$ cat src/rtl/stat_pkg.sv
package stat_pkg;
  localparam int DW   = 8;
  localparam int AW   = 3;
  localparam int NGRP = 3;

  localparam int GRP_STD  = 0;
  localparam int GRP_QUES = 1;
  localparam int GRP_OPER = 2;

  localparam logic [AW-1:0] ADDR_STB = 3'd0;
  localparam logic [AW-1:0] ADDR_SRE = 3'd1;
  localparam int            ADDR_GRP_BASE = 2;

  localparam int SB_QUES = 3;
  localparam int SB_MAV  = 4;
  localparam int SB_STD  = 5;
  localparam int SB_RQS  = 6;
  localparam int SB_OPER = 7;
endpackage

$ cat src/rtl/stat_event_group.sv
module stat_event_group #(
  parameter int W = 8
) (
  input  logic         clk,
  input  logic         rst_n,
  input  logic [W-1:0] cond,
  input  logic         rd_clr,
  input  logic         clr_all,
  input  logic         en_we,
  input  logic [W-1:0] en_wd,
  output logic [W-1:0] ev_q,
  output logic [W-1:0] en_q,
  output logic         summary
);
  logic [W-1:0] cond_q;
  logic [W-1:0] rise;
  logic [W-1:0] ev_d;
  logic [W-1:0] en_d;

  always_comb begin
    rise = cond & ~cond_q;
    ev_d = ev_q;
    if (rd_clr || clr_all) begin
      ev_d = '0;
    end
    ev_d = ev_d | rise;
    en_d = en_q;
    if (en_we) begin
      en_d = en_wd;
    end
  end

  always_ff @(posedge clk or negedge rst_n) begin
    if (!rst_n) begin
      cond_q <= '0;
      ev_q   <= '0;
      en_q   <= '0;
    end else begin
      cond_q <= cond;
      ev_q   <= ev_d;
      en_q   <= en_d;
    end
  end

  assign summary = |(ev_q & en_q);
endmodule

$ cat src/rtl/stat_queue_ctl.sv
module stat_queue_ctl (
  input  logic clk,
  input  logic rst_n,
  input  logic pmt_strobe,
  input  logic clr_stat,
  input  logic queue_nonempty,
  output logic queue_flush,
  output logic mav
);
  logic armed_q;
  logic kill_q;
  logic kill_d;

  assign queue_flush = clr_stat & armed_q;

  always_comb begin
    kill_d = kill_q;
    if (queue_flush) begin
      kill_d = 1'b1;
    end else if (!queue_nonempty) begin
      kill_d = 1'b0;
    end
  end

  always_ff @(posedge clk or negedge rst_n) begin
    if (!rst_n) begin
      armed_q <= 1'b0;
      kill_q  <= 1'b0;
    end else begin
      armed_q <= pmt_strobe;
      kill_q  <= kill_d;
    end
  end

  assign mav = queue_nonempty & ~kill_q;
endmodule

$ cat src/rtl/stat_report_unit.sv
module stat_report_unit
  import stat_pkg::*;
(
  input  logic          clk,
  input  logic          rst_n,
  input  logic [DW-1:0] std_cond,
  input  logic [DW-1:0] ques_cond,
  input  logic [DW-1:0] oper_cond,
  input  logic          queue_nonempty,
  input  logic          clr_stat,
  input  logic          pmt_strobe,
  input  logic          wr_en,
  input  logic [AW-1:0] wr_addr,
  input  logic [DW-1:0] wr_data,
  input  logic          rd_en,
  input  logic [AW-1:0] rd_addr,
  output logic [DW-1:0] rd_data,
  output logic [DW-1:0] status_byte,
  output logic          srq,
  output logic          queue_flush
);
  logic [NGRP-1:0][DW-1:0] cond_all;
  logic [NGRP-1:0][DW-1:0] ev_all;
  logic [NGRP-1:0][DW-1:0] en_all;
  logic [NGRP-1:0]         sum_all;
  logic [DW-1:0]           sre_q;
  logic [DW-1:0]           sre_d;
  logic [DW-1:0]           sb_base;
  logic                    mav;
  logic                    rqs;

  assign cond_all[GRP_STD]  = std_cond;
  assign cond_all[GRP_QUES] = ques_cond;
  assign cond_all[GRP_OPER] = oper_cond;

  for (genvar g = 0; g < NGRP; g++) begin : g_grp
    localparam logic [AW-1:0] EV_A = AW'(ADDR_GRP_BASE + 2*g);
    localparam logic [AW-1:0] EN_A = AW'(ADDR_GRP_BASE + 2*g + 1);
    stat_event_group #(.W(DW)) u_grp (
      .clk     (clk),
      .rst_n   (rst_n),
      .cond    (cond_all[g]),
      .rd_clr  (rd_en && (rd_addr == EV_A)),
      .clr_all (clr_stat),
      .en_we   (wr_en && (wr_addr == EN_A)),
      .en_wd   (wr_data),
      .ev_q    (ev_all[g]),
      .en_q    (en_all[g]),
      .summary (sum_all[g])
    );
  end

  stat_queue_ctl u_qctl (
    .clk            (clk),
    .rst_n          (rst_n),
    .pmt_strobe     (pmt_strobe),
    .clr_stat       (clr_stat),
    .queue_nonempty (queue_nonempty),
    .queue_flush    (queue_flush),
    .mav            (mav)
  );

  always_comb begin
    sre_d = sre_q;
    if (wr_en && (wr_addr == ADDR_SRE)) begin
      sre_d = wr_data;
    end
    sre_d[SB_RQS] = 1'b0;
  end

  always_ff @(posedge clk or negedge rst_n) begin
    if (!rst_n) begin
      sre_q <= '0;
    end else begin
      sre_q <= sre_d;
    end
  end

  always_comb begin
    sb_base          = '0;
    sb_base[SB_QUES] = sum_all[GRP_QUES];
    sb_base[SB_MAV]  = mav;
    sb_base[SB_STD]  = sum_all[GRP_STD];
    sb_base[SB_OPER] = sum_all[GRP_OPER];
    rqs              = |(sb_base & sre_q);
    status_byte      = sb_base;
    status_byte[SB_RQS] = rqs;
  end

  assign srq = rqs;

  always_comb begin
    rd_data = '0;
    if (rd_addr == ADDR_STB) begin
      rd_data = status_byte;
    end else if (rd_addr == ADDR_SRE) begin
      rd_data = sre_q;
    end else begin
      for (int g = 0; g < NGRP; g++) begin
        if (rd_addr == AW'(ADDR_GRP_BASE + 2*g)) begin
          rd_data = ev_all[g];
        end
        if (rd_addr == AW'(ADDR_GRP_BASE + 2*g + 1)) begin
          rd_data = en_all[g];
        end
      end
    end
  end
endmodule

$ cat config.mk
export PLATFORM = sky130hd
export DESIGN_NAME = stat_report_unit
export DESIGN_NICKNAME = d
export VERILOG_FILES = /design/src/rtl/stat_pkg.sv /design/src/rtl/stat_event_group.sv /design/src/rtl/stat_queue_ctl.sv /design/src/rtl/stat_report_unit.sv
export SDC_FILE = /design/constraint.sdc
export NUM_CORES = 1
export LEC_CHECK = 0
export BUFFER_PORTS_ARGS = -buffer_cell sky130_fd_sc_hd__clkbuf_2
export CORE_ASPECT_RATIO = 1.1
export CORE_MARGIN = 5
export CORE_UTILIZATION = 55
export DETAILED_ROUTE_END_ITERATION = 6
export GPL_ROUTABILITY_DRIVEN = 0
export GPL_TIMING_DRIVEN = 0
export PLACE_DENSITY_LB_ADDON = 0.12
export REMOVE_ABC_BUFFERS = 1
export SETUP_SLACK_MARGIN = 0.15
export SYNTH_ARGS = -nofsm -noshare
export SYNTH_HDL_FRONTEND = slang
export SYNTH_SLANG_ARGS = --single-unit
$ cat constraint.sdc
create_clock -name clk -period 1.7 [get_ports clk]
set_clock_uncertainty 0.1 [all_clocks]
set_input_delay 0.34 -clock clk [delete_from_list [all_inputs] [get_ports clk]]
set_output_delay 0.34 -clock clk [all_outputs]
set_load 0.03 [all_outputs]
### Word level (Yosys, flattened, before mapping)

Cells that the tools add are included.

* register bits after elaboration: 81
* output and inout bits: 18
* logic and storage cells: 68

* equal/unequal tests: 12
* multiplexer cells: 13
* bitwise operators: 16
* reductions and logical operators: 15

Operators by type and width (count)
* 8-bit 2-to-1 mux: 11
* 8-bit AND: 7
* 8-bit OR reduction: 4
* 8-bit NOT: 3
* 8-bit OR: 3
* 3-bit == test (second input constant): 6
* 3-bit by 2-bit == test with 1-bit output (second input constant): 3
* 1-bit logical AND: 7
* 3-bit by 1-bit == test with 1-bit output (second input constant): 2
* 3-bit logical NOT: 1
* 1-bit logical OR: 3
* 1-bit AND: 2
* 1-bit 2-to-1 mux: 2
* 2-bit by 1-bit != test with 1-bit output (second input constant): 1
* 1-bit NOT: 1

### Depth between registers and ports, before layout

Gate-level depths: netlist (run 1).

* depth after elaboration: 9
* gate-level depth with buffers: 6

### Hierarchy

A second synthesis (run 1) with hierarchy kept.

* cells, all modules: 265
* area, all modules: 3636.0 um^2

By module, submodules not included
* stat_event_group: instances 3, cells an instance 55, area each 879.6 um^2, seq. area each 600.6 um^2
* stat_report_unit: instances 1, cells an instance 95, area each 923.4 um^2, seq. area each 175.2 um^2
* stat_queue_ctl: instances 1, cells an instance 5, area each 73.8 um^2, seq. area each 50.0 um^2

### Least setup slack after synthesis (run 1)

No wires, ideal clock.

* path type: input port to output port
* start: input rd_addr[2]
* end: output rd_data[6]
* arrival: 1.523 ns
* required time: 1.260 ns
* setup slack: -0.263 ns
* cell stages on the path: 6
* path buffers: 2
* path through: buf_4 buf_2 nand4b_1 o21ai_1 o32ai_1 o2bb2ai_1

* cells in the longest elaborated chain, start to end: 9
* elaborated cells on any way between the ends: 16
* classes of those cells: 7 x eq/ne; 8 x mux; 1 x reduce/logical

Ends and longest elaborated chain
* from (decl): line stat_report_unit.sv:16 `input logic [AW-1:0] rd_addr,`
* 3-bit by 2-bit == test with 1-bit output: line stat_report_unit.sv:100 `if (rd_addr == AW'(ADDR_GRP_BASE + 2*g)) begin`
* 8-bit 2-to-1 mux: line stat_report_unit.sv:100
* 8-bit 2-to-1 mux: line stat_report_unit.sv:103 `if (rd_addr == AW'(ADDR_GRP_BASE + 2*g + 1)) begin`
* 8-bit 2-to-1 mux: line stat_report_unit.sv:100
* 8-bit 2-to-1 mux: line stat_report_unit.sv:103
* 8-bit 2-to-1 mux: line stat_report_unit.sv:100
* 8-bit 2-to-1 mux: line stat_report_unit.sv:103
* 8-bit 2-to-1 mux: line stat_report_unit.sv:96 `end else if (rd_addr == ADDR_SRE) begin`
* 8-bit 2-to-1 mux *: line stat_report_unit.sv:94 `if (rd_addr == ADDR_STB) begin`
* to (decl): line stat_report_unit.sv:17 `output logic [DW-1:0] rd_data,`

Mark *: on every way between the ends. The rest lies on a longest branch, timed or not.

### Worst setup path in the final report (run 1)

* start: register g_grp[2].u_grp.ev_q[3]
* end: output rd_data[3]

* cells in the longest elaborated chain, start to end: 4

Ends and longest elaborated chain
* from (decl): line stat_event_group.sv:11 `output logic [W-1:0] ev_q,`
* from (signal assigned): line stat_event_group.sv:40 `ev_q <= ev_d;`
* 8-bit 2-to-1 mux: line stat_report_unit.sv:100
* 8-bit 2-to-1 mux: line stat_report_unit.sv:103
* 8-bit 2-to-1 mux: line stat_report_unit.sv:96
* 8-bit 2-to-1 mux: line stat_report_unit.sv:94

Every way passes these cells.

==> results of run 1 <==
==> repair_timing <==
item / CTS / global route
hold endpoints to repair: 45 / 1
pin swaps: 10 / 9
gates resized for setup: 45 / 22
setup endpoints to repair: 30 / 14
setup buffers: 13 / 6
hold buffers: 17 / 1
==> worst max-delay path, cell delays in order (launching register included) <==
cell	delay [ns]
sky130_fd_sc_hd__dfrtp_1	0.42
sky130_fd_sc_hd__buf_4	0.16
sky130_fd_sc_hd__mux2i_2	0.15
sky130_fd_sc_hd__o21ai_1	0.08
sky130_fd_sc_hd__a222oi_1	0.31
sky130_fd_sc_hd__nand2_1	0.14
sky130_fd_sc_hd__clkbuf_8	0.18
==> layout make-up <==
| type | count | area share [%] |
|---|---|---|
| flip-flops and latches | 81 | 44.5 |
| multi-input cells | 188 | 30.2 |
| repair buffers | 97 | 17.2 |
| clock buffers | 10 | 3.02 |
| inverters | 27 | 2.22 |
| well taps | 80 | 2.19 |
| clock inverters | 5 | 0.713 |
==> worst paths after layout <==
| path | startpoint | endpoint | slack, ns | depth (start not counted) |
|---|---|---|---|---|
| min reg2reg | g_grp[2].u_grp.cond_q[0] | g_grp[2].u_grp.ev_q[0] | 0.32 | 1 |
| min in group asynchronous | rst_n | g_grp[1].u_grp.ev_q[7] | 0.39 | 2 |
| max in group asynchronous | rst_n | g_grp[1].u_grp.ev_q[4] | 0.52 | 3 |
| max reg2reg | g_grp[1].u_grp.en_q[1] | g_grp[1].u_grp.en_q[1] | 0.66 | 2 |
| min | oper_cond[7] | g_grp[2].u_grp.cond_q[7] | 0.007 | 1 |
| max | g_grp[2].u_grp.ev_q[3] | rd_data[3] | -0.53 | 6 |
==> per-layer routing <==
metal	routed length [um]	vias to the layer above	global-route usage, %
li1	-	1278	-
met1	3710	1369	30.1
met2	4340	90	37.3
met3	523	10	4.30
met4	143	0	12.0
met5	0	-	0
==> cell usage in the layout (no fill, tap or decap), types with 3 or more instances in the layout <==
cell type,synthesis,layout
sky130_fd_sc_hd__buf_4,9,20
sky130_fd_sc_hd__a222oi_1,4,4
sky130_fd_sc_hd__a31oi_1,3,3
sky130_fd_sc_hd__a22oi_1,17,6
sky130_fd_sc_hd__inv_1,27,27
sky130_fd_sc_hd__clkbuf_2,0,41
sky130_fd_sc_hd__mux2i_1,7,6
sky130_fd_sc_hd__o21ai_0,30,27
sky130_fd_sc_hd__a21o_1,3,3
sky130_fd_sc_hd__nand4_1,6,6
sky130_fd_sc_hd__a22oi_2,0,11
sky130_fd_sc_hd__dfrtp_1,81,80
sky130_fd_sc_hd__nor2_1,9,9
sky130_fd_sc_hd__conb_1,1,3
sky130_fd_sc_hd__nand2_1,37,37
sky130_fd_sc_hd__clkinvlp_4,0,3
sky130_fd_sc_hd__mux2_2,32,32
sky130_fd_sc_hd__buf_8,0,4
sky130_fd_sc_hd__a21oi_1,4,4
sky130_fd_sc_hd__dlygate4sd3_1,0,18
sky130_fd_sc_hd__clkbuf_8,0,17
sky130_fd_sc_hd__o221ai_1,3,3
sky130_fd_sc_hd__buf_6,0,5
sky130_fd_sc_hd__o21ai_1,2,5
==> state kept, by name (all words and copies together) (netlist names) <==
register,count
u_qctl.kill_q,1
g_grp.u_grp.ev_q,24
g_grp.u_grp.en_q,24
g_grp.u_grp.cond_q,24
sre_q,7
u_qctl.armed_q,1
==> kinds of logic after synthesis <==
family | Yosys count
flops | 81
compound gates | 77
simple gates | 69
buf+inv | 42
mux | 39
other cells | 1
==> power by group through the flow <==
stage	logic [mW]	registers, mW	clock network [mW]
after floorplan	0.575	2.33	0
after global placement	0.851	2.39	0
after detailed placement	0.880	2.40	0
after CTS	1.14	2.37	1.26
after global routing	1.31	2.41	1.34
final	1.21	2.38	1.25
==> flow_summary.html, run 1 <==
<table>
<tr><th>Metric</th><th>Value</th></tr>
<tr><th colspan="2">Hold path</th></tr>
<tr><td>Type of the worst min-delay path</td><td>input pin to flip-flop</td></tr>
<tr><th colspan="2">STA</th></tr>
<tr><td>Final TNS setup</td><td>-5.19 ns</td></tr>
<tr><td>Unrepaired setup endpoints after global routing</td><td>yes</td></tr>
<tr><td>Fraction of the cycle the final worst path needs</td><td>131%</td></tr>
<tr><td>Fin worst setup slack</td><td>-0.530 ns</td></tr>
<tr><td>Time the worst path needs with I/O delays and setup</td><td>2.23 ns</td></tr>
<tr><td>Total of endpoints with negative setup slack in the final report</td><td>13</td></tr>
<tr><td>Hold violation count in the final report</td><td>0</td></tr>
<tr><td>Worst slack on hold paths</td><td>0.00742 ns</td></tr>
<tr><td>Max-slew violation count</td><td>0</td></tr>
<tr><td>Slew margin rel.</td><td>53.2%</td></tr>
<tr><td>Slew at the pin closest to its max-slew limit</td><td>0.698 ns</td></tr>
<tr><td>Upper clock frequency limit</td><td>~450 MHz</td></tr>
<tr><th colspan="2">Clock network</th></tr>
<tr><td>CTS root buffer</td><td>sky130_fd_sc_hd__clkbuf_8</td></tr>
<tr><td>Register clock-pin slew on the reported worst setup and hold paths</td><td>0.08 ns</td></tr>
<tr><td>CTS sink count</td><td>just over 80</td></tr>
<tr><td>H-tree levels</td><td>3</td></tr>
<tr><td>Clock buffer count from CTS</td><td>9</td></tr>
<tr><td>Clock Latency Late Sink</td><td>about 0.35 ns</td></tr>
<tr><td>TritonCTS clock tree</td><td>built</td></tr>
<tr><td>Maximum buffer depth of the clock tree</td><td>2</td></tr>
<tr><th colspan="2">Global route</th></tr>
<tr><td>First-pass GRT wire length</td><td>14.2 mm</td></tr>
<tr><td>Vias in the first global route</td><td>about 2900</td></tr>
<tr><td>Global-route total usage across every layer</td><td>a little under a quarter</td></tr>
<tr><td>Largest net degree at the start of global routing</td><td>53</td></tr>
<tr><td>Antenna violations before repair</td><td>0</td></tr>
<tr><td>Congestion Overflow GR</td><td>0</td></tr>
<tr><th colspan="2">Power</th></tr>
<tr><td>Reg power frac</td><td>49.2%</td></tr>
<tr><td>Switching power of the nets</td><td>1.49 mW</td></tr>
<tr><td>Largest voltage drop on the vdd net</td><td>about 0.00085 V</td></tr>
<tr><td>Comb pwr share</td><td>25.0%</td></tr>
<tr><td>Static Leak</td><td>2.15 nW</td></tr>
<tr><td>Power Internal</td><td>approximately 3.4 mW</td></tr>
<tr><td>Final Power</td><td>4.84 mW</td></tr>
<tr><td>Clk pwr share</td><td>25.8%</td></tr>
<tr><td>Switching share of total power</td><td>30.7%</td></tr>
<tr><td>Pwr/cell area</td><td>1060 mW/mm^2</td></tr>
<tr><th colspan="2">Yosys</th></tr>
<tr><td>Post-synthesis cell count</td><td>about 310</td></tr>
<tr><td>Mean instance size in the synthesized netlist</td><td>11.4 um^2</td></tr>
<tr><td>Most used standard cell by instance count after synthesis</td><td>sky130_fd_sc_hd__dfrtp_1</td></tr>
<tr><td>Number of synthesized register bits</td><td>81</td></tr>
<tr><td>Synthesized-area fraction occupied by and/or/nand/nor cells</td><td>9.45%</td></tr>
<tr><td>Warnings, synthesis</td><td>0</td></tr>
<tr><td>Share of cell area taken by muxes after synthesis</td><td>12.3%</td></tr>
<tr><td>Share of the synthesized netlist area taken by xor and xnor gates</td><td>0%</td></tr>
<tr><td>Dominant combinational cell family by area after synthesis</td><td>compound AO/OA/AOI/OAI gates</td></tr>
<tr><td>Sequential-to-total area share from yosys stat</td><td>57.8%</td></tr>
<tr><td>Ranking of synthesized cells by area</td><td>sky130_fd_sc_hd__dfrtp_1 (58%), sky130_fd_sc_hd__mux2_2 (10%), sky130_fd_sc_hd__o21ai_0 (4.3%)</td></tr>
<tr><td>Adder and majority gate portion of the synthesized area</td><td>0%</td></tr>
<tr><td>Fraction of registers with async set or reset after synthesis</td><td>100%</td></tr>
<tr><td>Number of enable flip-flop cells after synthesis</td><td>0</td></tr>
<tr><td>Cell accounting for the most synthesized area</td><td>sky130_fd_sc_hd__dfrtp_1</td></tr>
<tr><td>Proportion of netlist area held by the largest area contributor</td><td>57.8%</td></tr>
<tr><td>Count of unique library cells instantiated by Yosys</td><td>35</td></tr>
<tr><td>Dominant register cell in the synthesized netlist</td><td>sky130_fd_sc_hd__dfrtp_1</td></tr>
<tr><td>Post-synthesis instance area</td><td>0.00351 mm^2</td></tr>
<tr><td>Area fraction in compound gates after synthesis</td><td>14.8%</td></tr>
<tr><td>Synth top cells by count</td><td>sky130_fd_sc_hd__dfrtp_1 (81), sky130_fd_sc_hd__nand2_1 (37), sky130_fd_sc_hd__mux2_2 (32)</td></tr>
<tr><th colspan="2">Route</th></tr>
<tr><td>Vias</td><td>approximately 2700</td></tr>
<tr><td>Number of remaining DRC errors</td><td>0</td></tr>
<tr><td>First-pass detailed-route iteration total</td><td>5</td></tr>
<tr><td>Drt initial violations</td><td>173</td></tr>
<tr><td>DRT antenna net count</td><td>0</td></tr>
<tr><td>Vias per cell</td><td>5.63</td></tr>
<tr><td>Wire length after detailed routing</td><td>8.72 mm</td></tr>
<tr><td>WL per Instance</td><td>17.9 um</td></tr>
<tr><th colspan="2">Critical path</th></tr>
<tr><td>Critical path capture point type</td><td>primary output</td></tr>
<tr><td>Largest fanout of any net on the critical path</td><td>3</td></tr>
<tr><td>Critical path start-end classification</td><td>flip-flop to primary output</td></tr>
<tr><td>Crit path arrival time</td><td>1.79 ns</td></tr>
<tr><td>Worst setup SP type</td><td>flip-flop</td></tr>
<tr><td>Worst Path Required</td><td>1.26 ns</td></tr>
<tr><th colspan="2">Placed design</th></tr>
<tr><td>Cell area after placement</td><td>0.00384 mm^2</td></tr>
<tr><td>Detailed Place HPWL</td><td>5.85 mm</td></tr>
<tr><td>Post-placement setup slack</td><td>-0.778 ns</td></tr>
<tr><td>Count of buffers inserted at the top-level ports</td><td>a little under 60</td></tr>
<tr><td>Cell total after placement</td><td>436</td></tr>
<tr><th colspan="2">Finish</th></tr>
<tr><td>Final standard cell count with taps included and fillers excluded</td><td>488</td></tr>
<tr><td>Layout area overhead</td><td>30.0%</td></tr>
<tr><td>Proportion of layout cells with a drive suffix above 1</td><td>between 30% and 40%</td></tr>
<tr><td>Area of the multi-input gates</td><td>0.00138 mm^2</td></tr>
<tr><td>Number of nets in the finished design</td><td>449</td></tr>
<tr><td>Core occupancy in the finished layout</td><td>73.7%</td></tr>
<tr><td>Total non-filler cell area in the finished layout</td><td>0.00456 mm^2</td></tr>
<tr><td>Antenna fix cells</td><td>0</td></tr>
<tr><td>Filler Cells Inserted</td><td>452</td></tr>
<tr><td>Area used by sequential logic in the layout</td><td>0.00203 mm^2</td></tr>
<tr><th colspan="2">Floorplanning</th></tr>
<tr><td>Core ar.</td><td>0.00619 mm^2</td></tr>
<tr><td>Die X</td><td>86.2 um</td></tr>
<tr><td>Total die area</td><td>0.00808 mm^2</td></tr>
<tr><td>Vert. Die Dim</td><td>93.8 um</td></tr>
<tr><td>Floorplan row count</td><td>30</td></tr>
<tr><td>Initial Util</td><td>56.7%</td></tr>
<tr><td>I/O pin cnt</td><td>63</td></tr>
<tr><th colspan="2">Status</th></tr>
<tr><td>Violations in the final reports</td><td>negative setup slack</td></tr>
<tr><td>Result of the run</td><td>finished with violations</td></tr>
<tr><th colspan="2">Flow run</th></tr>
<tr><td>Max Cap Violations</td><td>0</td></tr>
</table>
Power figures use the tool's default switching activity.
==> inputs of run 2 (changes only) <==
- CORE_ASPECT_RATIO: 1.1 -> 2
==> run 2 against run 1 <==
- the flow still finishes with violations (negative setup slack)
- cell area down 1.0%
- clock power grew 42%
- fmax rose by 0.81%
- first-iteration DRC count increased by 60%
- via count shrank 1.9%
- power is 11% higher
- largest cell class unchanged
==> flow_summary.html, run 2 (synthesis results as in run 1) <==
<table>
<tr><th>Metric</th><th>Value</th></tr>
<tr><th colspan="2">Status</th></tr>
<tr><td>Result of the run</td><td>finished with violations</td></tr>
<tr><td>Violations in the final reports</td><td>negative setup slack</td></tr>
<tr><th colspan="2">Floorplanning</th></tr>
<tr><td>Initial Util</td><td>56.1% (-0.59 points)</td></tr>
<tr><td>I/O pin cnt</td><td>63 (unchanged)</td></tr>
<tr><td>Total die area</td><td>0.00818 mm^2 (+1.2%)</td></tr>
<tr><td>Vert. Die Dim</td><td>123 um (+31%)</td></tr>
<tr><td>Die X</td><td>66.5 um (-23%)</td></tr>
<tr><td>Core ar.</td><td>0.00626 mm^2 (+1.1%)</td></tr>
<tr><td>Floorplan row count</td><td>41 (+37%)</td></tr>
<tr><th colspan="2">Clock network</th></tr>
<tr><td>Clock buffer count from CTS</td><td>9 (unchanged)</td></tr>
<tr><td>H-tree levels</td><td>3 (unchanged)</td></tr>
<tr><td>Clock Latency Late Sink</td><td>0.33 ns (-0.02 ns)</td></tr>
<tr><td>Register clock-pin slew on the reported worst setup and hold paths</td><td>0.06 ns (-0.02 ns)</td></tr>
<tr><td>Maximum buffer depth of the clock tree</td><td>2 (unchanged)</td></tr>
<tr><td>CTS sink count</td><td>81 (unchanged)</td></tr>
<tr><td>CTS root buffer</td><td>sky130_fd_sc_hd__clkbuf_16</td></tr>
<tr><td>TritonCTS clock tree</td><td>built</td></tr>
<tr><th colspan="2">Hold path</th></tr>
<tr><td>Type of the worst min-delay path</td><td>input pin to flip-flop</td></tr>
<tr><td>Hold Path Stages</td><td>1 (unchanged)</td></tr>
<tr><th colspan="2">Finish</th></tr>
<tr><td>Area of the multi-input gates</td><td>0.00138 mm^2 (about the same)</td></tr>
<tr><td>Number of nets in the finished design</td><td>430 (-4.2%)</td></tr>
<tr><td>Leading cell type in the layout, fill and taps excluded</td><td>sky130_fd_sc_hd__dfrtp_1</td></tr>
<tr><td>Filler Cells Inserted</td><td>486 (+7.5%)</td></tr>
<tr><td>Layout area overhead</td><td>28.7%</td></tr>
<tr><td>Leading cell types in the layout, fill and taps excluded</td><td>sky130_fd_sc_hd__dfrtp_1 (81), sky130_fd_sc_hd__clkbuf_2 (41), sky130_fd_sc_hd__nand2_1 (34), sky130_fd_sc_hd__mux2_2 (32), sky130_fd_sc_hd__o21ai_0 (28)</td></tr>
<tr><td>Proportion of layout cells with a drive suffix above 1</td><td>37.4% (+0.67 points)</td></tr>
<tr><td>Registers with the most flip-flops</td><td>g_grp.u_grp.cond_q (24), g_grp.u_grp.en_q (24), g_grp.u_grp.ev_q (24)</td></tr>
<tr><td>Area used by sequential logic in the layout</td><td>0.00203 mm^2 (about the same)</td></tr>
<tr><td>Antenna fix cells</td><td>0 (unchanged)</td></tr>
<tr><td>Total non-filler cell area in the finished layout</td><td>0.00452 mm^2 (-1.0%)</td></tr>
<tr><td>Core occupancy in the finished layout</td><td>72.2% (-1.5 points)</td></tr>
<tr><th colspan="2">STA</th></tr>
<tr><td>Slew at the pin closest to its max-slew limit</td><td>0.744 ns (+0.0457 ns)</td></tr>
<tr><td>Time the worst path needs with I/O delays and setup</td><td>2.21 ns (-0.0179 ns)</td></tr>
<tr><td>Unrepaired setup endpoints after global routing</td><td>yes</td></tr>
<tr><td>Max-slew violation count</td><td>0 (unchanged)</td></tr>
<tr><td>Hold violation count in the final report</td><td>0 (unchanged)</td></tr>
<tr><td>Total of endpoints with negative setup slack in the final report</td><td>13 (unchanged)</td></tr>
<tr><td>Worst slack on hold paths</td><td>0.0222 ns (+0.0148 ns)</td></tr>
<tr><td>Fin worst setup slack</td><td>-0.512 ns (+0.0179 ns)</td></tr>
<tr><td>Slew margin rel.</td><td>50.1% (-3.1 points)</td></tr>
<tr><td>Fraction of the cycle the final worst path needs</td><td>130% (-1.1 points)</td></tr>
<tr><td>Upper clock frequency limit</td><td>452 MHz (+0.81%)</td></tr>
<tr><th colspan="2">Route</th></tr>
<tr><td>Vias</td><td>2694 (-1.9%)</td></tr>
<tr><td>DRT antenna net count</td><td>0 (unchanged)</td></tr>
<tr><td>Vias per cell</td><td>5.66 (+0.54%)</td></tr>
<tr><td>Wire length after detailed routing</td><td>8.82 mm (+1.1%)</td></tr>
<tr><td>Number of remaining DRC errors</td><td>0 (unchanged)</td></tr>
<tr><td>WL per Instance</td><td>18.5 um (+3.7%)</td></tr>
<tr><td>Drt initial violations</td><td>277 (+60%)</td></tr>
<tr><td>First-pass detailed-route iteration total</td><td>4 (-1)</td></tr>
<tr><th colspan="2">Power</th></tr>
<tr><td>Static Leak</td><td>2.14 nW (-0.39%)</td></tr>
<tr><td>Pwr/cell area</td><td>1190 mW/mm^2 (+13%)</td></tr>
<tr><td>Largest voltage drop on the vdd net</td><td>0.000935 V (+10%)</td></tr>
<tr><th colspan="2">Global route</th></tr>
<tr><td>Global-route total usage across every layer</td><td>23.7% (+0.36 points)</td></tr>
<tr><td>Largest net degree at the start of global routing</td><td>54 (+1.9%)</td></tr>
<tr><td>Antenna violations before repair</td><td>0 (unchanged)</td></tr>
<tr><td>First-pass GRT wire length</td><td>13.7 mm (-3.5%)</td></tr>
<tr><td>Congestion Overflow GR</td><td>0 (unchanged)</td></tr>
<tr><td>Vias in the first global route</td><td>2747 (-4.5%)</td></tr>
<tr><th colspan="2">Critical path</th></tr>
<tr><td>Critical path start-end classification</td><td>flip-flop to primary output</td></tr>
<tr><td>Critical path capture point type</td><td>primary output</td></tr>
<tr><td>Largest fanout of any net on the critical path</td><td>2 (-1)</td></tr>
<tr><td>Worst setup SP type</td><td>flip-flop</td></tr>
<tr><td>Crit path arrival time</td><td>1.77 ns (-0.02 ns)</td></tr>
<tr><td>Number of cell instances on the worst register-to-register path</td><td>2 (unchanged)</td></tr>
<tr><td>Worst Path Required</td><td>1.26 ns (about the same)</td></tr>
<tr><th colspan="2">Placed design</th></tr>
<tr><td>Count of buffers inserted at the top-level ports</td><td>59 (unchanged)</td></tr>
<tr><td>Detailed Place HPWL</td><td>6.15 mm (+5.2%)</td></tr>
<tr><td>Cell area after placement</td><td>0.00385 mm^2 (+0.20%)</td></tr>
<tr><th colspan="2">Flow run</th></tr>
<tr><td>Max Cap Violations</td><td>0 (unchanged)</td></tr>
</table>
[run 2: cell count changes in the layout (fill, tap and decap cells not counted), sizes merged]
cell,delta
clkinvlp,-3
dlygate4sd3,-16
clkinv,+1
[run 2: final cells by class]
| cell class | instances | area share, % |
|---|---|---|
| clock inverters | 3 | 0.333 |
| flip-flops and latches | 81 | 44.9 |
| inverters | 27 | 2.24 |
| repair buffers | 78 | 13.9 |
| multi-input cells | 188 | 30.5 |
| well taps | 86 | 2.38 |
| clock buffers | 13 | 5.76 |
[run 2: worst max-delay path, stage by stage (launching register included)]
cell and delay, ns:
sky130_fd_sc_hd__dfrtp_1 0.40, sky130_fd_sc_hd__a22oi_1 0.21, sky130_fd_sc_hd__nand4_1 0.17, sky130_fd_sc_hd__a22oi_1 0.26
sky130_fd_sc_hd__nand2_2 0.11, sky130_fd_sc_hd__o2bb2ai_2 0.15, sky130_fd_sc_hd__buf_6 0.15
[run 2: path summary, 6_finish.rpt]
kind	start	endpoint	slack [ns]
setup / recovery	g_grp[1].u_grp.en_q[4]	rd_data[6]	-0.51
hold / removal	oper_cond[0]	g_grp[2].u_grp.cond_q[0]	0.02
setup reg to reg	g_grp[1].u_grp.en_q[4]	g_grp[1].u_grp.en_q[4]	0.66
hold reg to reg	g_grp[0].u_grp.cond_q[0]	g_grp[0].u_grp.ev_q[0]	0.32
max in group asynchronous	rst_n	g_grp[2].u_grp.en_q[3]	0.51
min in group asynchronous	rst_n	g_grp[1].u_grp.cond_q[0]	0.41
[run 2: metrics by stage]
step	setup slack, ns	instances	power, mW	TNS [ns]
floorplan	-0.743	296	2.90	-2.29
global placement	-0.841	441	3.25	-58.23
detailed placement	-0.801	442	3.29	-14.03
CTS	-0.468	473	5.32	-4.91
global route	-0.593	476	5.65	-6.14
finish	-0.512	476	5.39	-5.02
[run 2: routing by layer]
| metal | vias up | share of wire, % | global-route usage (%) |
|---|---|---|---|
| li1 | 1247 | - | - |
| met1 | 1317 | 37 | 27.4 |
| met2 | 106 | 53 | 39.1 |
| met3 | 24 | 6.3 | 6.82 |
| met4 | 0 | 4.0 | 12.5 |
| met5 | - | 0 | 0 |
[run 2: what timing repair did]
action,CTS,global route
hold buffers,1,1
pin swaps,11,9
endpoints found under the hold margin,28,1
resized for setup,47,25
buffers inserted,14,2
setup endpoints to repair,30,14
[run 2: power by group]
part | total, mW | internal (mW) | switching (mW)
logic | 1.23 | 0.631 | 0.601
registers | 2.39 | 2.18 | 0.216
clock network | 1.77 | 1.06 | 0.705
total | 5.39 | 3.87 | 1.52
==> inputs of run 3 (changes only) <==
- CTS_BUF_LIST: unset -> sky130_fd_sc_hd__clkbuf_16
- clock period: 1.7 -> 2.15 ns (I/O delays scaled with it)
==> run 3 against run 2 <==
- the flow still finishes with violations (negative setup slack)
- cell area is 1.5% higher
- clock-buffer cell count is 4 lower
- wire length is 5.1% higher
- non-clock buffer count is 9 higher
- global-route usage is 0.45 points higher
- combinational power is 22% lower
- via count is 2.9% higher
- first-iteration DRC count is 6.5% lower
- hold slack better by 0.078 ns
- power is 23% lower
- register-to-register slack better by 0.44 ns
==> flow_summary.html, run 3 (synthesis results as in run 1) <==
<table>
<tr><th>Metric</th><th>Value</th></tr>
<tr><th colspan="2">Status</th></tr>
<tr><td>Result of the run</td><td>finished with violations</td></tr>
<tr><td>Violations in the final reports</td><td>negative setup slack</td></tr>
<tr><th colspan="2">Clock network</th></tr>
<tr><td>H-tree levels</td><td>3 (unchanged)</td></tr>
<tr><td>TritonCTS clock tree</td><td>built</td></tr>
<tr><td>CTS root buffer</td><td>sky130_fd_sc_hd__clkbuf_16</td></tr>
<tr><td>Maximum buffer depth of the clock tree</td><td>2 (unchanged)</td></tr>
<tr><td>Register clock-pin slew on the reported worst setup and hold paths</td><td>0.05 ns (about the same)</td></tr>
<tr><td>CTS sink count</td><td>81 (unchanged)</td></tr>
<tr><td>Clock buffer count from CTS</td><td>9 (unchanged)</td></tr>
<tr><td>Clock Latency Late Sink</td><td>0.33 ns (about the same)</td></tr>
<tr><th colspan="2">STA</th></tr>
<tr><td>Time the worst path needs with I/O delays and setup</td><td>around 2.4 ns</td></tr>
<tr><td>Total of endpoints with negative setup slack in the final report</td><td>9 (-4)</td></tr>
<tr><td>Hold violation count in the final report</td><td>0 (unchanged)</td></tr>
<tr><td>Unrepaired setup endpoints after global routing</td><td>yes</td></tr>
<tr><td>Worst slack on hold paths</td><td>0.100 ns (+0.0780 ns)</td></tr>
<tr><td>Fin worst setup slack</td><td>-0.204 ns (+0.308 ns)</td></tr>
<tr><td>Max-slew violation count</td><td>0 (unchanged)</td></tr>
<tr><td>Slew margin rel.</td><td>51.1% (+0.99 points)</td></tr>
<tr><td>Fraction of the cycle the final worst path needs</td><td>109%</td></tr>
<tr><td>Slew at the pin closest to its max-slew limit</td><td>0.729 ns (-0.0148 ns)</td></tr>
<tr><td>Upper clock frequency limit</td><td>425 MHz</td></tr>
<tr><th colspan="2">Floorplanning</th></tr>
<tr><td>I/O pin cnt</td><td>63 (unchanged)</td></tr>
<tr><td>Die X</td><td>66.5 um (unchanged)</td></tr>
<tr><td>Initial Util</td><td>56.1% (unchanged)</td></tr>
<tr><td>Vert. Die Dim</td><td>123 um (unchanged)</td></tr>
<tr><td>Total die area</td><td>0.00818 mm^2 (unchanged)</td></tr>
<tr><td>Floorplan row count</td><td>41 (unchanged)</td></tr>
<tr><td>Core ar.</td><td>0.00626 mm^2 (unchanged)</td></tr>
<tr><th colspan="2">Power</th></tr>
<tr><td>Largest voltage drop on the vdd net</td><td>0.000629 V (-33%)</td></tr>
<tr><td>Clk pwr share</td><td>31.5% (-1.3 points)</td></tr>
<tr><td>Comb pwr share</td><td>23.0% (about the same)</td></tr>
<tr><td>Static Leak</td><td>2.19 nW (+2.6%)</td></tr>
<tr><td>Pwr/cell area</td><td>908 mW/mm^2 (-24%)</td></tr>
<tr><td>Reg power frac</td><td>45.4% (+1.0 points)</td></tr>
<tr><td>Switching power of the nets</td><td>1.20 mW (-21%)</td></tr>
<tr><td>Power Internal</td><td>2.97 mW (-23%)</td></tr>
<tr><td>Switching share of total power</td><td>28.7% (+0.49 points)</td></tr>
<tr><td>Final Power</td><td>4.16 mW (-23%)</td></tr>
<tr><th colspan="2">Global route</th></tr>
<tr><td>Antenna violations before repair</td><td>0 (unchanged)</td></tr>
<tr><td>Global-route total usage across every layer</td><td>24.1% (+0.45 points)</td></tr>
<tr><td>Vias in the first global route</td><td>2812 (+2.4%)</td></tr>
<tr><td>Congestion Overflow GR</td><td>0 (unchanged)</td></tr>
<tr><td>Largest net degree at the start of global routing</td><td>54 (unchanged)</td></tr>
<tr><td>First-pass GRT wire length</td><td>14.1 mm (+2.5%)</td></tr>
<tr><th colspan="2">Finish</th></tr>
<tr><td>Number of nets in the finished design</td><td>439 (+2.1%)</td></tr>
<tr><td>Leading cell type in the layout, fill and taps excluded</td><td>sky130_fd_sc_hd__dfrtp_1</td></tr>
<tr><td>Proportion of layout cells with a drive suffix above 1</td><td>38.6% (+1.2 points)</td></tr>
<tr><td>Layout area overhead</td><td>30.6%</td></tr>
<tr><td>Final standard cell count with taps included and fillers excluded</td><td>485 (+1.9%)</td></tr>
<tr><td>Antenna fix cells</td><td>0 (unchanged)</td></tr>
<tr><td>Registers with the most flip-flops</td><td>g_grp.u_grp.cond_q (24), g_grp.u_grp.en_q (24), g_grp.u_grp.ev_q (24)</td></tr>
<tr><td>Leading cell types in the layout, fill and taps excluded</td><td>sky130_fd_sc_hd__dfrtp_1 (81), sky130_fd_sc_hd__clkbuf_2 (42), sky130_fd_sc_hd__nand2_1 (36), sky130_fd_sc_hd__mux2_2 (32)</td></tr>
<tr><th colspan="2">Placed design</th></tr>
<tr><td>Cell total after placement</td><td>442 (unchanged)</td></tr>
<tr><td>Detailed Place HPWL</td><td>6.15 mm (unchanged)</td></tr>
<tr><td>Count of buffers inserted at the top-level ports</td><td>59 (unchanged)</td></tr>
<tr><td>Post-placement setup slack</td><td>-0.531 ns (+0.270 ns)</td></tr>
<tr><th colspan="2">Route</th></tr>
<tr><td>First-pass detailed-route iteration total</td><td>7 (+3)</td></tr>
<tr><td>Drt initial violations</td><td>259 (-6.5%)</td></tr>
<tr><td>Number of remaining DRC errors</td><td>0 (unchanged)</td></tr>
<tr><td>DRT antenna net count</td><td>0 (unchanged)</td></tr>
<tr><td>Wire length after detailed routing</td><td>9.27 mm (+5.1%)</td></tr>
<tr><td>Vias</td><td>2771 (+2.9%)</td></tr>
<tr><td>WL per Instance</td><td>19.1 um (+3.1%)</td></tr>
<tr><td>Vias per cell</td><td>5.71 (+0.95%)</td></tr>
<tr><th colspan="2">Critical path</th></tr>
<tr><td>Largest fanout of any net on the critical path</td><td>2 (unchanged)</td></tr>
<tr><td>Worst setup SP type</td><td>flip-flop</td></tr>
<tr><td>Crit path arrival time</td><td>1.82 ns (+0.05 ns)</td></tr>
<tr><td>Worst Path Required</td><td>1.62 ns (+0.36 ns)</td></tr>
<tr><td>Critical path start-end classification</td><td>flip-flop to primary output</td></tr>
<tr><td>Critical path capture point type</td><td>primary output</td></tr>
<tr><th colspan="2">Hold path</th></tr>
<tr><td>Type of the worst min-delay path</td><td>input pin to flip-flop</td></tr>
<tr><th colspan="2">Flow run</th></tr>
<tr><td>Max Cap Violations</td><td>0 (unchanged)</td></tr>
</table>
[run 3: changes by cell type in the layout (fill, tap and decap cells not counted), sizes merged]
cell         delta
buf             +3
clkbuf          +3
clkinv          +2
dlygate4sd3     -1
inv             +2
[run 3: cell type report]
| type | instances | area [um^2] |
|---|---|---|
| Multi-Input combinational cell | 188 | 1380 |
| Inverter | 27 | 101 |
| Sequential cell | 81 | 2030 |
| Fill cell | 488 | 1680 |
| Timing Repair Buffer | 87 | 707 |
| Clock inverter | 7 | 30.0 |
| Tap cell | 86 | 108 |
| Clock buffer | 9 | 225 |
[run 3: timing repair]
item,CTS,global route
cloned,2,1
pin swaps,12,11
hold endpoints to repair,28,0
buffers inserted,15,8
gates resized for setup,47,18
hold buffers,1,0
setup endpoints to repair,11,13
[run 3: per-stage QoR]
step | util (%) | cell area, um^2 | TNS [ns]
global route | 73.2 | 4580 | -1.88
detailed placement | 61.6 | 3850 | -4.60
global placement | 61.1 | 3820 | -19.91
CTS | 71.2 | 4460 | -0.560
finish | 73.2 | 4580 | -1.00
floorplan | - | 3420 | -0.559
[run 3: final timing paths]
| check | start | depth (start not counted) | slack, ns | to |
|---|---|---|---|---|
| max | g_grp[1].u_grp.en_q[4] | 6 | -0.20 | srq |
| min | pmt_strobe | 1 | 0.10 | u_qctl.armed_q |
| max reg2reg | g_grp[1].u_grp.en_q[4] | 2 | 1.10 | g_grp[1].u_grp.en_q[4] |
| min reg2reg | g_grp[0].u_grp.cond_q[6] | 1 | 0.32 | g_grp[0].u_grp.ev_q[6] |
| max in group asynchronous | rst_n | 3 | 0.87 | g_grp[2].u_grp.ev_q[3] |
| min in group asynchronous | rst_n | 2 | 0.49 | g_grp[1].u_grp.cond_q[0] |
[run 3: power groups by stage]
| stage | combinational, mW | clock [mW] | sequential, mW |
|---|---|---|---|
| 3_3_place_gp | 0.675 | 0 | 1.90 |
| 3_5_place_dp | 0.701 | 0 | 1.90 |
| 2_1_floorplan | 0.455 | 0 | 1.84 |
| 4_1_cts | 0.901 | 1.34 | 1.88 |
| 5_1_grt | 1.03 | 1.42 | 1.91 |
| 6_report | 0.959 | 1.31 | 1.89 |
[run 3: worst max-delay path: stages (launching register included)]
cell	delay, ns
sky130_fd_sc_hd__dfrtp_1	0.42
sky130_fd_sc_hd__a22oi_2	0.21
sky130_fd_sc_hd__nand4_1	0.16
sky130_fd_sc_hd__a22oi_1	0.26
sky130_fd_sc_hd__nand2_1	0.13
sky130_fd_sc_hd__buf_4	0.16
sky130_fd_sc_hd__clkbuf_8	0.15
[run 3: metal layers]
| metal | part of all wire (%) | track usage [%] | wire, um |
|---|---|---|---|
| met4 | 4.6 | 14.6 | 422 |
| met3 | 6.2 | 5.55 | 570 |
| met1 | 36 | 28.4 | 3360 |
| met2 | 53 | 39.3 | 4910 |
| met5 | 0 | 0 | 0 |
